===== src/rtl/jrel_pkg.sv =====
package jrel_pkg;
  typedef enum logic [1:0] {
    JK_NONE  = 2'd0,
    JK_SHORT = 2'd1,
    JK_NEAR  = 2'd2
  } jump_kind_e;

  typedef enum logic [1:0] {
    DW_8  = 2'd0,
    DW_16 = 2'd1,
    DW_32 = 2'd2
  } disp_width_e;
endpackage


===== src/rtl/jrel_prefix_decode.sv =====
module jrel_prefix_decode
  import jrel_pkg::*;
#(
  parameter int          LEN_W    = 4,
  parameter logic [7:0]  PFX_BYTE = 8'h66,
  parameter logic [7:0]  SHORT_OP = 8'hEB,
  parameter logic [7:0]  NEAR_OP  = 8'hE9
) (
  input  logic [15:0]      head_i,
  output jump_kind_e       kind_o,
  output logic             narrow_o,
  output logic [LEN_W-1:0] disp_pos_o,
  output disp_width_e      disp_w_o,
  output logic [LEN_W-1:0] len_o
);
  logic [7:0]       first_byte;
  logic [7:0]       second_byte;
  logic             has_pfx;
  logic [7:0]       opc;
  logic [LEN_W-1:0] pfx_len;

  assign first_byte  = head_i[7:0];
  assign second_byte = head_i[15:8];
  assign has_pfx     = (first_byte == PFX_BYTE);
  assign opc         = has_pfx ? second_byte : first_byte;
  assign pfx_len     = has_pfx ? LEN_W'(1) : LEN_W'(0);
  assign narrow_o    = has_pfx;
  assign disp_pos_o  = pfx_len + LEN_W'(1);

  always_comb begin
    kind_o   = JK_NONE;
    disp_w_o = DW_8;
    len_o    = '0;
    if (opc == SHORT_OP) begin
      kind_o   = JK_SHORT;
      disp_w_o = DW_8;
      len_o    = pfx_len + LEN_W'(2);
    end else if (opc == NEAR_OP) begin
      kind_o   = JK_NEAR;
      disp_w_o = has_pfx ? DW_16 : DW_32;
      len_o    = has_pfx ? LEN_W'(4) : LEN_W'(5);
    end
  end
endmodule


===== src/rtl/jrel_disp_extract.sv =====
module jrel_disp_extract
  import jrel_pkg::*;
#(
  parameter int WIN_BYTES = 8,
  parameter int ADDR_W    = 64,
  parameter int LEN_W     = 4
) (
  input  logic [WIN_BYTES*8-1:0] win_i,
  input  logic [LEN_W-1:0]       pos_i,
  input  disp_width_e            width_i,
  output logic [ADDR_W-1:0]      disp_o
);
  localparam int NUM_WIDTHS = 3;

  logic [WIN_BYTES*8-1:0] shifted;
  logic [31:0]            aligned;
  logic [ADDR_W-1:0]      cand [NUM_WIDTHS];

  assign shifted = win_i >> {pos_i, 3'b000};
  assign aligned = shifted[31:0];

  for (genvar g = 0; g < NUM_WIDTHS; g++) begin : g_width
    localparam int DW = 8 << g;
    assign cand[g] = {{(ADDR_W-DW){aligned[DW-1]}}, aligned[DW-1:0]};
  end

  always_comb begin
    case (width_i)
      DW_16:   disp_o = cand[1];
      DW_32:   disp_o = cand[2];
      default: disp_o = cand[0];
    endcase
  end
endmodule


===== src/rtl/jrel_target_calc.sv =====
module jrel_target_calc #(
  parameter int ADDR_W   = 64,
  parameter int LEN_W    = 4,
  parameter int NARROW_W = 16
) (
  input  logic [ADDR_W-1:0] pc_i,
  input  logic [LEN_W-1:0]  len_i,
  input  logic [ADDR_W-1:0] disp_i,
  input  logic              narrow_i,
  output logic [ADDR_W-1:0] target_o
);
  logic [ADDR_W-1:0] next_pc;
  logic [ADDR_W-1:0] sum;

  assign next_pc  = pc_i + {{(ADDR_W-LEN_W){1'b0}}, len_i};
  assign sum      = next_pc + disp_i;
  assign target_o = narrow_i ? {{(ADDR_W-NARROW_W){1'b0}}, sum[NARROW_W-1:0]} : sum;
endmodule


===== src/rtl/jrel_target_unit.sv =====
module jrel_target_unit
  import jrel_pkg::*;
#(
  parameter int         ADDR_W    = 64,
  parameter int         WIN_BYTES = 8,
  parameter int         NARROW_W  = 16,
  parameter logic [7:0] PFX_BYTE  = 8'h66,
  parameter logic [7:0] SHORT_OP  = 8'hEB,
  parameter logic [7:0] NEAR_OP   = 8'hE9
) (
  input  logic                               clk,
  input  logic                               rst_n,
  input  logic                               in_valid,
  input  logic [ADDR_W-1:0]                  in_pc,
  input  logic [WIN_BYTES*8-1:0]             in_win,
  output logic                               out_valid,
  output logic [$clog2(WIN_BYTES+1)-1:0]     out_len,
  output logic [ADDR_W-1:0]                  out_target,
  output logic                               out_taken,
  output logic                               out_unsup
);
  localparam int LEN_W = $clog2(WIN_BYTES+1);

  jump_kind_e        kind;
  logic              narrow;
  logic [LEN_W-1:0]  disp_pos;
  disp_width_e       disp_w;
  logic [LEN_W-1:0]  dec_len;
  logic [ADDR_W-1:0] disp;
  logic [ADDR_W-1:0] calc_target;

  logic              valid_d;
  logic [LEN_W-1:0]  len_d;
  logic [ADDR_W-1:0] target_d;
  logic              taken_d;
  logic              unsup_d;

  jrel_prefix_decode #(
    .LEN_W(LEN_W), .PFX_BYTE(PFX_BYTE), .SHORT_OP(SHORT_OP), .NEAR_OP(NEAR_OP)
  ) u_dec (
    .head_i(in_win[15:0]), .kind_o(kind), .narrow_o(narrow),
    .disp_pos_o(disp_pos), .disp_w_o(disp_w), .len_o(dec_len)
  );

  jrel_disp_extract #(
    .WIN_BYTES(WIN_BYTES), .ADDR_W(ADDR_W), .LEN_W(LEN_W)
  ) u_disp (
    .win_i(in_win), .pos_i(disp_pos), .width_i(disp_w), .disp_o(disp)
  );

  jrel_target_calc #(
    .ADDR_W(ADDR_W), .LEN_W(LEN_W), .NARROW_W(NARROW_W)
  ) u_calc (
    .pc_i(in_pc), .len_i(dec_len), .disp_i(disp), .narrow_i(narrow),
    .target_o(calc_target)
  );

  always_comb begin
    valid_d  = in_valid;
    taken_d  = (kind != JK_NONE);
    unsup_d  = (kind == JK_NONE);
    len_d    = taken_d ? dec_len : '0;
    target_d = taken_d ? calc_target : '0;
  end

  always_ff @(posedge clk or negedge rst_n) begin
    if (!rst_n) begin
      out_valid <= 1'b0;
    end else begin
      out_valid <= valid_d;
    end
  end

  always_ff @(posedge clk or negedge rst_n) begin
    if (!rst_n) begin
      out_len    <= '0;
      out_target <= '0;
      out_taken  <= 1'b0;
      out_unsup  <= 1'b0;
    end else if (in_valid) begin
      out_len    <= len_d;
      out_target <= target_d;
      out_taken  <= taken_d;
      out_unsup  <= unsup_d;
    end
  end
endmodule


===== config.mk =====
export PLATFORM = sky130hd
export DESIGN_NAME = jrel_target_unit
export DESIGN_NICKNAME = d
export VERILOG_FILES = /design/src/rtl/jrel_pkg.sv /design/src/rtl/jrel_prefix_decode.sv /design/src/rtl/jrel_disp_extract.sv /design/src/rtl/jrel_target_calc.sv /design/src/rtl/jrel_target_unit.sv
export SDC_FILE = /design/constraint.sdc
export NUM_CORES = 1
export LEC_CHECK = 0
export ABC_AREA = 1
export ABC_CLOCK_PERIOD_IN_PS = 800
export BUFFER_PORTS_ARGS = -buffer_cell sky130_fd_sc_hd__buf_2
export CAP_MARGIN = 5
export CORE_ASPECT_RATIO = 0.5
export CORE_UTILIZATION = 50
export CTS_CLUSTER_DIAMETER = 50
export DETAILED_ROUTE_END_ITERATION = 8
export PLACE_DENSITY = 0.79
export SYNTH_ARGS = -nofsm -noshare
export SYNTH_HDL_FRONTEND = slang
export SYNTH_SLANG_ARGS = --single-unit

===== constraint.sdc =====
create_clock -name clk -period 0.8 [get_ports clk]
set_input_delay 0.24 -clock clk [delete_from_list [all_inputs] [get_ports clk]]
set_output_delay 0.24 -clock clk [all_outputs]
set_load 0.01 [all_outputs]

==> out/summary.log, run 1 <==
[status] result of the run aborted with a tool error
[status] Fail Step 5_1_grt
[status] Err [ERROR DPL-0038] Utilization greater than 100%, impossible to legalize
[clocking] cell at the root of the clock tree clkbuf_16
[yosys] post-synthesis instance total 1730
[yosys] most frequent cells after synthesis nand2_1 (673), inv_1 (307), nor2_1 (173)
[yosys] most used standard cell by instance count after synthesis nand2_1
[yosys] area fraction of the dominant cell type after synthesis 25.8%
[yosys] post-synthesis sequential element count 70
[yosys] commonest register cell after synthesis dfrtp_1
[yosys] Unique masters post-synth 37
[yosys] proportion of synthesized chip area in sequential cells 17.9%
[yosys] average footprint of a synthesized cell 5.67 um2
[place] dpl hpwl 33.0 mm
[floorplan] number of placement rows 35
[yosys] combinational family with the most area after synthesis simple AND/OR/NAND/NOR gates
[timing] worst endpoint after global-route timing repair out_target[23]$_DFFE_PN0P_/D
[yosys] multiplexer share of the synthesized area 0.102%
[place] setup slack after placement -3580 ps
[yosys] number of enable-type register cells in the synthesized netlist 0
[clocking] number of levels in the clock H-tree 3
[yosys] share of the synthesized area in compound gates (AO/OA/AOI/OAI) 10.1%
[yosys] arithmetic-cell share of the synthesized area counting full adders, half adders and majority gates 16.6%
[timing] Worst endpoint type register data pin
[yosys] Post-Synthesis Net Count 1989
[floorplan] num ports 202
[yosys] leading post-synthesis cells by cell area nand2_1 (26%), dfrtp_1 (18%), ha_1 (16%), inv_1 (12%), nor2_1 (6.6%)
[yosys] netlist area before placement 9800 um2
[clocking] CTS Buf Count 9
[floorplan] horizontal die dimension 200 um
[place] Placer Congestion 1.07
[floorplan] Die Y 101 um
[place] Port Buffers 184
[yosys] warnings from Yosys 0
[global_routing] maximum number of pins on one net before global-route repair 37
[floorplan] Starting Density 52.2%
[yosys] simple-gate area share of the yosys netlist 40.4%
[yosys] area leader, netlist nand2_1
[clocking] number of buffers on the longest clock path 2
[clocking] clock sink count 70
[yosys] xor and xnor area share after synthesis 1.70%
[yosys] async set-or-reset flop fraction in the synthesized netlist 100%
[cells by family after synthesis]
logic type	after synthesis
AOI/OAI and AO/OA	185
xor gates and xnor gates	19
adders and majority gates	128
buffers and inverters	337
DFF	70
muxes	1
other	1
and+or+nand+nor	989
[stage by stage]
step,instance area (um2),cells,hold WS [ps],util (%)
4_1_cts,16800,2458,198,89.3
3_5_place_dp,14100,2387,137,74.8
3_3_place_gp,14100,2387,138,74.8
2_1_floorplan,11100,1730,-55.6,-
[repair_timing]
item                                    CTS
gates resized for setup                 516
hold endpoints to repair                  9
endpoints found under the setup margin  139
pin swaps                               150
cloned                                    1
buffers inserted                         59
hold buffers                              1
==> run 2: changes to the inputs <==
- ABC_CLOCK_PERIOD_IN_PS: 800 -> 1000
- CORE_ASPECT_RATIO: 0.5 -> unset
- CORE_UTILIZATION: 50 -> 35
- CTS_CLUSTER_DIAMETER: 50 -> unset
- PLACE_DENSITY: 0.79 -> unset
- PLACE_DENSITY_LB_ADDON: unset -> 0.15
- clock period: 0.8 -> 1 ns (I/O delays scaled with it)
==> run 2 against run 1 <==
Effect of this change:
- the flow now finishes, with violations (negative setup slack)
- synthesized cell count stayed put
- synthesized area stayed put
==> out/summary.log, run 2 <==
[status] result of the run finished, violations left
[status] failing checks negative setup slack
[floorplan] num ports 202 [unchanged]
[place] Port Buffers 184 [unchanged]
[yosys] Unique masters post-synth 37 [unchanged]
[min_path] worst hold path startpoint in_valid
[finish] final core utilization 66.5%
[critical_path] R2R cell count 2
[clocking] number of buffers on the longest clock path 2 [unchanged]
[clocking] clock insertion delay at the later pin of the skew report 350 ps
[detailed_routing] initial DRC count 902
[detailed_routing] post-detailed-route count of antenna-violating nets 0
[finish] layout overhead on the synthesized area 84.7%
[yosys] combinational family with the most area after synthesis simple AND/OR/NAND/NOR gates
[yosys] share of the synthesized area in compound gates (AO/OA/AOI/OAI) 10.1% [unchanged]
[detailed_routing] wire length per cell 17.2 um
[detailed_routing] DRT Wirelength 45.3 mm
[clocking] clock tree from TritonCTS yes
[timing] final worst setup slack -2960 ps
[yosys] simple-gate area share of the yosys netlist 40.4% [unchanged]
[detailed_routing] total iterations of the first detailed-routing run 5
[yosys] average footprint of a synthesized cell 5.67 um2 [unchanged]
[global_routing] maximum number of pins on one net before global-route repair 44
[yosys] multiplexer share of the synthesized area 0.102% [unchanged]
[yosys] number of enable-type register cells in the synthesized netlist 0 [unchanged]
[finish] top flop regs out_target x64, out_len x3
[timing] Final Hold Vio Count 0
[global_routing] global-route usage over all layers 31.0%
[floorplan] Die Y 169 um [+68%]
[critical_path] start-to-end type of the worst setup path in -> reg
[finish] # diodes 0
[detailed_routing] via count 12800
[finish] sequential standard cell area 1750 um2
[floorplan] number of placement rows 60 [+71%]
[critical_path] kind of launch point of the worst setup path input pin
[floorplan] horizontal die dimension 169 um [-15%]
[timing] share of the clock period used by the worst path 396%
[clocking] CTS Buf Count 9 [unchanged]
[finish] max reg flops 64
[critical_path] slack of the worst reg-to-reg path 180 ps
[finish] register containing the most flip-flops in the final layout out_target
[timing] maximum achievable frequency 252 MHz
[yosys] area fraction of the dominant cell type after synthesis 25.8% [unchanged]
[critical_path] CP Capture Type flip-flop
[yosys] most used standard cell by instance count after synthesis nand2_1
[detailed_routing] DRC Markers 0
[yosys] Post-Synthesis Net Count 1989 [unchanged]
[yosys] commonest register cell after synthesis dfrtp_1
[yosys] post-synthesis sequential element count 70 [unchanged]
[place] Placer Congestion 1.01 [-6.0%]
[finish] most frequent cells in the layout nand2_1 (463), buf_4 (282), inv_1 (256), buf_2 (172), nand2_2 (140)
[floorplan] Die Area 28700 um2
[yosys] netlist area before placement 9800 um2 [unchanged]
[yosys] async set-or-reset flop fraction in the synthesized netlist 100% [unchanged]
[critical_path] endpoint required time on the critical path 1240 ps
[power] VDD IR-drop max 0.000636 V
[timing] Final Max Tran Viols 0
[power] cell leakage power 9.74 nW
[timing] Min Hold Slack 116 ps
[critical_path] Critical R2R Capture out_target[1]
[global_routing] vias in the first global route 12400
[timing] Final min period 3960 ps
[global_routing] wire length of the first global-routing pass 67.2 mm
[critical_path] cell type of the slowest stage on the worst timing path ha_4
[global_routing] residual overflow from global routing 0
[yosys] arithmetic-cell share of the synthesized area counting full adders, half adders and majority gates 16.6% [unchanged]
[min_path] worst min-delay path class in -> reg
[min_path] cell depth of the worst hold path 1
[timing] Setup Viol. Count Final 139
[floorplan] Core Region 27300 um2
[place] dpl hpwl 35.4 mm [+7.6%]
[yosys] xor and xnor area share after synthesis 1.70% [unchanged]
[finish] proportion of layout cells with a drive suffix above 1 51.4%
[finish] # nets final 2516
[floorplan] Starting Density 36.0% [-16 points]
[critical_path] worst reg2reg path startpoint out_target[1]
[finish] fill cell total of the finished layout 2382
[timing] Final Skew 0 ps
[yosys] proportion of synthesized chip area in sequential cells 17.9% [unchanged]
[critical_path] largest fanout on the critical path 6
[finish] commonest non-fill, non-tap cell in the layout nand2_1
[critical_path] Max stage delay on crit path 310 ps
[min_path] WHS Endpoint out_valid
[yosys] post-synthesis instance total 1730 [unchanged]
[timing] Relative slew margins 60.4%
[flow_run] number of max-cap violations 0
[power] post-layout power 0.0171 W
[detailed_routing] via density per instance 4.85
[place] setup slack after placement -3550 ps [+25.0 ps]
[global_routing] initial antenna violation count 0
[clocking] number of levels in the clock H-tree 3 [unchanged]
[yosys] most frequent cells after synthesis nand2_1 (673), inv_1 (307), nor2_1 (173)
[critical_path] CP Data Arrival Time 4210 ps
[timing] actual slew at the worst max-slew pin 587 ps
[clocking] cell at the root of the clock tree clkbuf_16
[yosys] warnings from Yosys 0 [unchanged]
[finish] combined area of the multi-input logic cells 10300 um2
[power] power per standard cell area 942 nW/um2
[timing] unrepaired setup endpoints after global routing true
[clocking] clock sink count 70 [unchanged]
[yosys] leading post-synthesis cells by cell area nand2_1 (26%), dfrtp_1 (18%), ha_1 (16%), inv_1 (12%), nor2_1 (6.6%)
[clocking] clock-pin slew on the worst setup and hold paths 70 ps
[yosys] area leader, netlist nand2_1
==> run 2: cell counts after synthesis <==
No cell type changed its count.
==> run 2: routing by layer <==
metal / vias up / global-route usage, % / wire length (um)
met5: - / 0 / 0
met4: 0 / 8.46 / 1180
met3: 69 / 3.61 / 1970
met2: 349 / 49.8 / 20500
met1: 5926 / 43.5 / 21700
li1: 6424 / - / -
==> run 2: how the worst max path moves through the flow <==
stage,from,endpoint,slack (ps),depth (start not counted)
5_1_grt,in_win[3],out_target[36],-3190,32
4_1_cts,in_win[7],out_target[62],-2790,37
3_3_place_gp,in_win[7],out_target[56],-3540,29
6_report,in_win[3],out_target[47],-2960,36
3_5_place_dp,in_win[7],out_target[56],-3550,30
2_1_floorplan,in_win[7],out_target[37],-3170,29
==> run 2: cells by family (layout without fill, tap and decap cells) <==
family / after synthesis / after routing
AO/OA/AOI/OAI: 185 / 185
multiplexers: 1 / 1
adder cells (fa/ha/maj): 128 / 128
XOR/XNOR: 19 / 19
buffers and inverters: 337 / 869
other: 1 / 1
flip-flops: 70 / 70
AND/OR/NAND/NOR: 989 / 989
==> run 2: worst max-delay path, delay by kind of cell <==
kind            cells  cell delay (ps)
simple gates       21             1970
buf+inv            10              870
compound gates      2              340
fa+ha+maj           3              720
==> run 2: timing repair <==
item / CTS / global route
hold buffers: 1 / 0
setup buffers: 46 / 66
pin swaps: 90 / 149
endpoints found under the hold margin: 33 / 0
resized for setup: 408 / 300
endpoints found under the setup margin: 139 / 139
==> run 2: layout make-up <==
class	instances	share of cell area, %
clock buffers	11	1.34
clock inverters	5	0.456
inverters	313	6.69
multi-input cells	1323	56.8
flip-flops and latches	70	9.68
well taps	372	2.57
repair buffers	540	22.4
==> run 2: report_power, final <==
part	total (W)	internal (W)	switching, W
logic	0.0104	0.00472	0.00569
clock network	0.00379	0.00227	0.00153
registers	0.00286	0.00285	0.0000104
total	0.0171	0.00984	0.00723
==> run 2: stage by stage <==
stage          area, um2  TNS (ps)  instances
2_1_floorplan      11100   -165790       1730
3_3_place_gp       14400   -200240       2522
3_5_place_dp       14400   -202340       2522
4_1_cts            16600   -178020       2579
5_1_grt            18100   -204400       2634
6_report           18100   -189800       2634
(Power assumes the default switching activity.)
==> run 3: changes to the inputs <==
- BUFFER_PORTS_ARGS: -buffer_cell sky130_fd_sc_hd__buf_2 -> -buffer_cell sky130_fd_sc_hd__buf_4
- CELL_PAD_IN_SITES_DETAIL_PLACEMENT: unset -> 0
- CELL_PAD_IN_SITES_GLOBAL_PLACEMENT: unset -> 1
- SKIP_CTS_REPAIR_TIMING: unset -> 1
==> run 3 against run 2 <==
Effect of this change:
- die area is the same
- sequential power hardly changed
- the run still ends with negative setup slack left
- clock skew stayed put
- non-clock buffer count shrank 3
- highest routed layer unchanged
==> out/summary.log, run 3 (synthesis gave the netlist of run 2 again) <==
[clocking] clock-pin slew on the worst setup and hold paths 70 ps [about the same]
[timing] final worst setup slack -3050 ps [-83.2 ps]
[clocking] clock sink count 70 [unchanged]
[critical_path] CP Data Arrival Time 4300 ps [+90 ps]
[finish] # diodes 0 [unchanged]
[clocking] number of buffers on the longest clock path 2 [unchanged]
[floorplan] horizontal die dimension 169 um [unchanged]
[clocking] number of levels in the clock H-tree 3 [unchanged]
[critical_path] slack of the worst reg-to-reg path 150 ps [-30 ps]
[detailed_routing] DRT Wirelength 44.5 mm [-1.9%]
[critical_path] R2R cell count 2 [unchanged]
[critical_path] timing endpoint of the critical path out_target[56]
[clocking] cell at the root of the clock tree clkbuf_16
[clocking] CTS Buf Count 9 [unchanged]
[timing] Final Max Tran Viols 0 [unchanged]
[detailed_routing] post-detailed-route count of antenna-violating nets 0 [unchanged]
[detailed_routing] total iterations of the first detailed-routing run 5 [unchanged]
[finish] # nets final 2513 [-0.12%]
[power] Switching Share 40.1% [-2.2 points]
[global_routing] vias in the first global route 11700 [-6.1%]
[critical_path] Worst path most repeated cell nor2_4
[detailed_routing] initial DRC count 804 [-11%]
[floorplan] num ports 202 [unchanged]
[power] cell leakage power 9.69 nW [-0.52%]
[clocking] clock insertion delay at the later pin of the skew report 350 ps [about the same]
[floorplan] Starting Density 36.0% [unchanged]
[finish] top flop regs out_target x64, out_len x3
[status] failing checks negative setup slack
[timing] maximum achievable frequency 247 MHz [-2.1%]
[floorplan] Core Region 27300 um2 [unchanged]
[place] dpl hpwl 35.4 mm [-0.23%]
[finish] max reg flops 64 [unchanged]
[critical_path] start-to-end type of the worst setup path in -> reg
[detailed_routing] via count 12600 [-1.1%]
[min_path] worst min-delay path class in -> reg
[critical_path] Critical R2R Capture out_target[1]
[floorplan] Die Y 169 um [unchanged]
[global_routing] global-route usage over all layers 29.2% [-1.7 points]
[finish] proportion of layout cells with a drive suffix above 1 49.4% [-2.0 points]
[finish] commonest non-fill, non-tap cell in the layout nand2_1
[timing] unrepaired setup endpoints after global routing true
[timing] share of the clock period used by the worst path 405% [+8.3 points]
[critical_path] Max stage delay on crit path 310 ps [about the same]
[power] VDD IR-drop max 0.000952 V [+50%]
[detailed_routing] via density per instance 4.80 [-1.0%]
[critical_path] largest fanout on the critical path 22 [+16]
[finish] layout overhead on the synthesized area 89.2%
[finish] final core utilization 68.1% [+1.6 points]
[critical_path] kind of launch point of the worst setup path input pin
[global_routing] maximum number of pins on one net before global-route repair 45 [+2.3%]
[finish] register containing the most flip-flops in the final layout out_target
[flow_run] number of max-cap violations 0 [unchanged]
[floorplan] Die Area 28700 um2 [unchanged]
[global_routing] wire length of the first global-routing pass 63.7 mm [-5.2%]
[finish] most frequent cells in the layout nand2_1 (487), buf_4 (401), inv_1 (269), nand2_2 (136), buf_6 (118)
[timing] Final min period 4050 ps [+83.2 ps]
[power] power per standard cell area 949 nW/um2 [+0.75%]
[critical_path] cell type of the slowest stage on the worst timing path ha_1
[power] switching power 0.00706 W [-2.3%]
[detailed_routing] DRC Markers 0 [unchanged]
[timing] Setup Viol. Count Final 139 [unchanged]
[power] clock network fraction of total power 24.4% [+2.2 points]
[place] Port Buffers 184 [unchanged]
[power] Int Pwr 0.0105 W [+7.2%]
[detailed_routing] wire length per cell 16.9 um [-1.8%]
[timing] Final Hold Vio Count 0 [unchanged]
[global_routing] initial antenna violation count 0 [unchanged]
[place] Placer Congestion 0.946 [-5.9%]
[status] result of the run finished, violations left
[power] power share of the sequential group 16.3% [-0.5 points]
[timing] Final Skew 0 ps [unchanged]
[timing] Min Hold Slack 210 ps [+94.6 ps]
[critical_path] CP Capture Type flip-flop
[critical_path] Worst Setup SP in_win[7]
[critical_path] endpoint required time on the critical path 1250 ps [about the same]
[floorplan] number of placement rows 60 [unchanged]
[critical_path] worst reg2reg path startpoint out_target[1]
[global_routing] residual overflow from global routing 0 [unchanged]
[power] proportion of power drawn by combinational gates 59.4% [-1.6 points]
[clocking] clock tree from TritonCTS yes
[run 3: worst min-delay path by stage]
| stage | depth (start not counted) | slack [ps] | end | from |
|---|---|---|---|---|
| detailed placement | 1 | 180 | out_valid | rst_n |
| CTS | 1 | -200 | out_valid | rst_n |
| floorplan | 0 | 4 | out_len[0] | rst_n |
| global placement | 1 | 180 | out_valid | rst_n |
| finish | 2 | 210 | out_valid | in_valid |
| global route | 2 | 220 | out_valid | in_valid |
[run 3: final cells by class]
type                    instances  area [um2]
well taps                     372         465
fillers                      2419        8700
repair buffers                537        4680
clock buffers                  11         243
inverters                     313        1210
multi-input cells            1323       10100
clock inverters                 5         129
flip-flops and latches         70        1750
[run 3: metal layers]
layer / track usage [%] / vias to the layer above / routed length (um)
met2: 47.8 / 294 / 20900
met5: 0 / - / 0
met3: 3.10 / 35 / 1910
met4: 5.44 / 0 / 530
met1: 41.6 / 5884 / 21100
li1: - / 6410 / -
[run 3: critical path: cells and delay by family]
family	cells	cell delay [ps]
adders and majority gates	3	750
buffers and inverters	9	880
and+or+nand+nor	14	1450
AOI/OAI and AO/OA	5	890
[run 3: power by group through the flow]
| stage | Sequential (W) | Clock, W | Combinational, W |
|---|---|---|---|
| 2_1_floorplan | 0.00292 | 0 | 0.00438 |
| 3_3_place_gp | 0.00291 | 0 | 0.00803 |
| 3_5_place_dp | 0.00291 | 0 | 0.00808 |
| 4_1_cts | 0.00286 | 0.00433 | 0.00813 |
| 5_1_grt | 0.00286 | 0.00442 | 0.0113 |
| 6_report | 0.00286 | 0.00429 | 0.0105 |
[run 3: metrics by stage]
| stage | total power (W) | TNS (ps) | cells | setup WS, ps | instance area (um2) |
|---|---|---|---|---|---|
| floorplan | 0.00730 | -165790 | 1730 | -3170 | 11100 |
| global placement | 0.0109 | -202430 | 2542 | -3870 | 15000 |
| detailed placement | 0.0110 | -205250 | 2542 | -3860 | 15000 |
| CTS | 0.0153 | -194260 | 2558 | -3520 | 15400 |
| global route | 0.0186 | -197940 | 2631 | -3210 | 18500 |
| finish | 0.0176 | -184410 | 2631 | -3050 | 18500 |
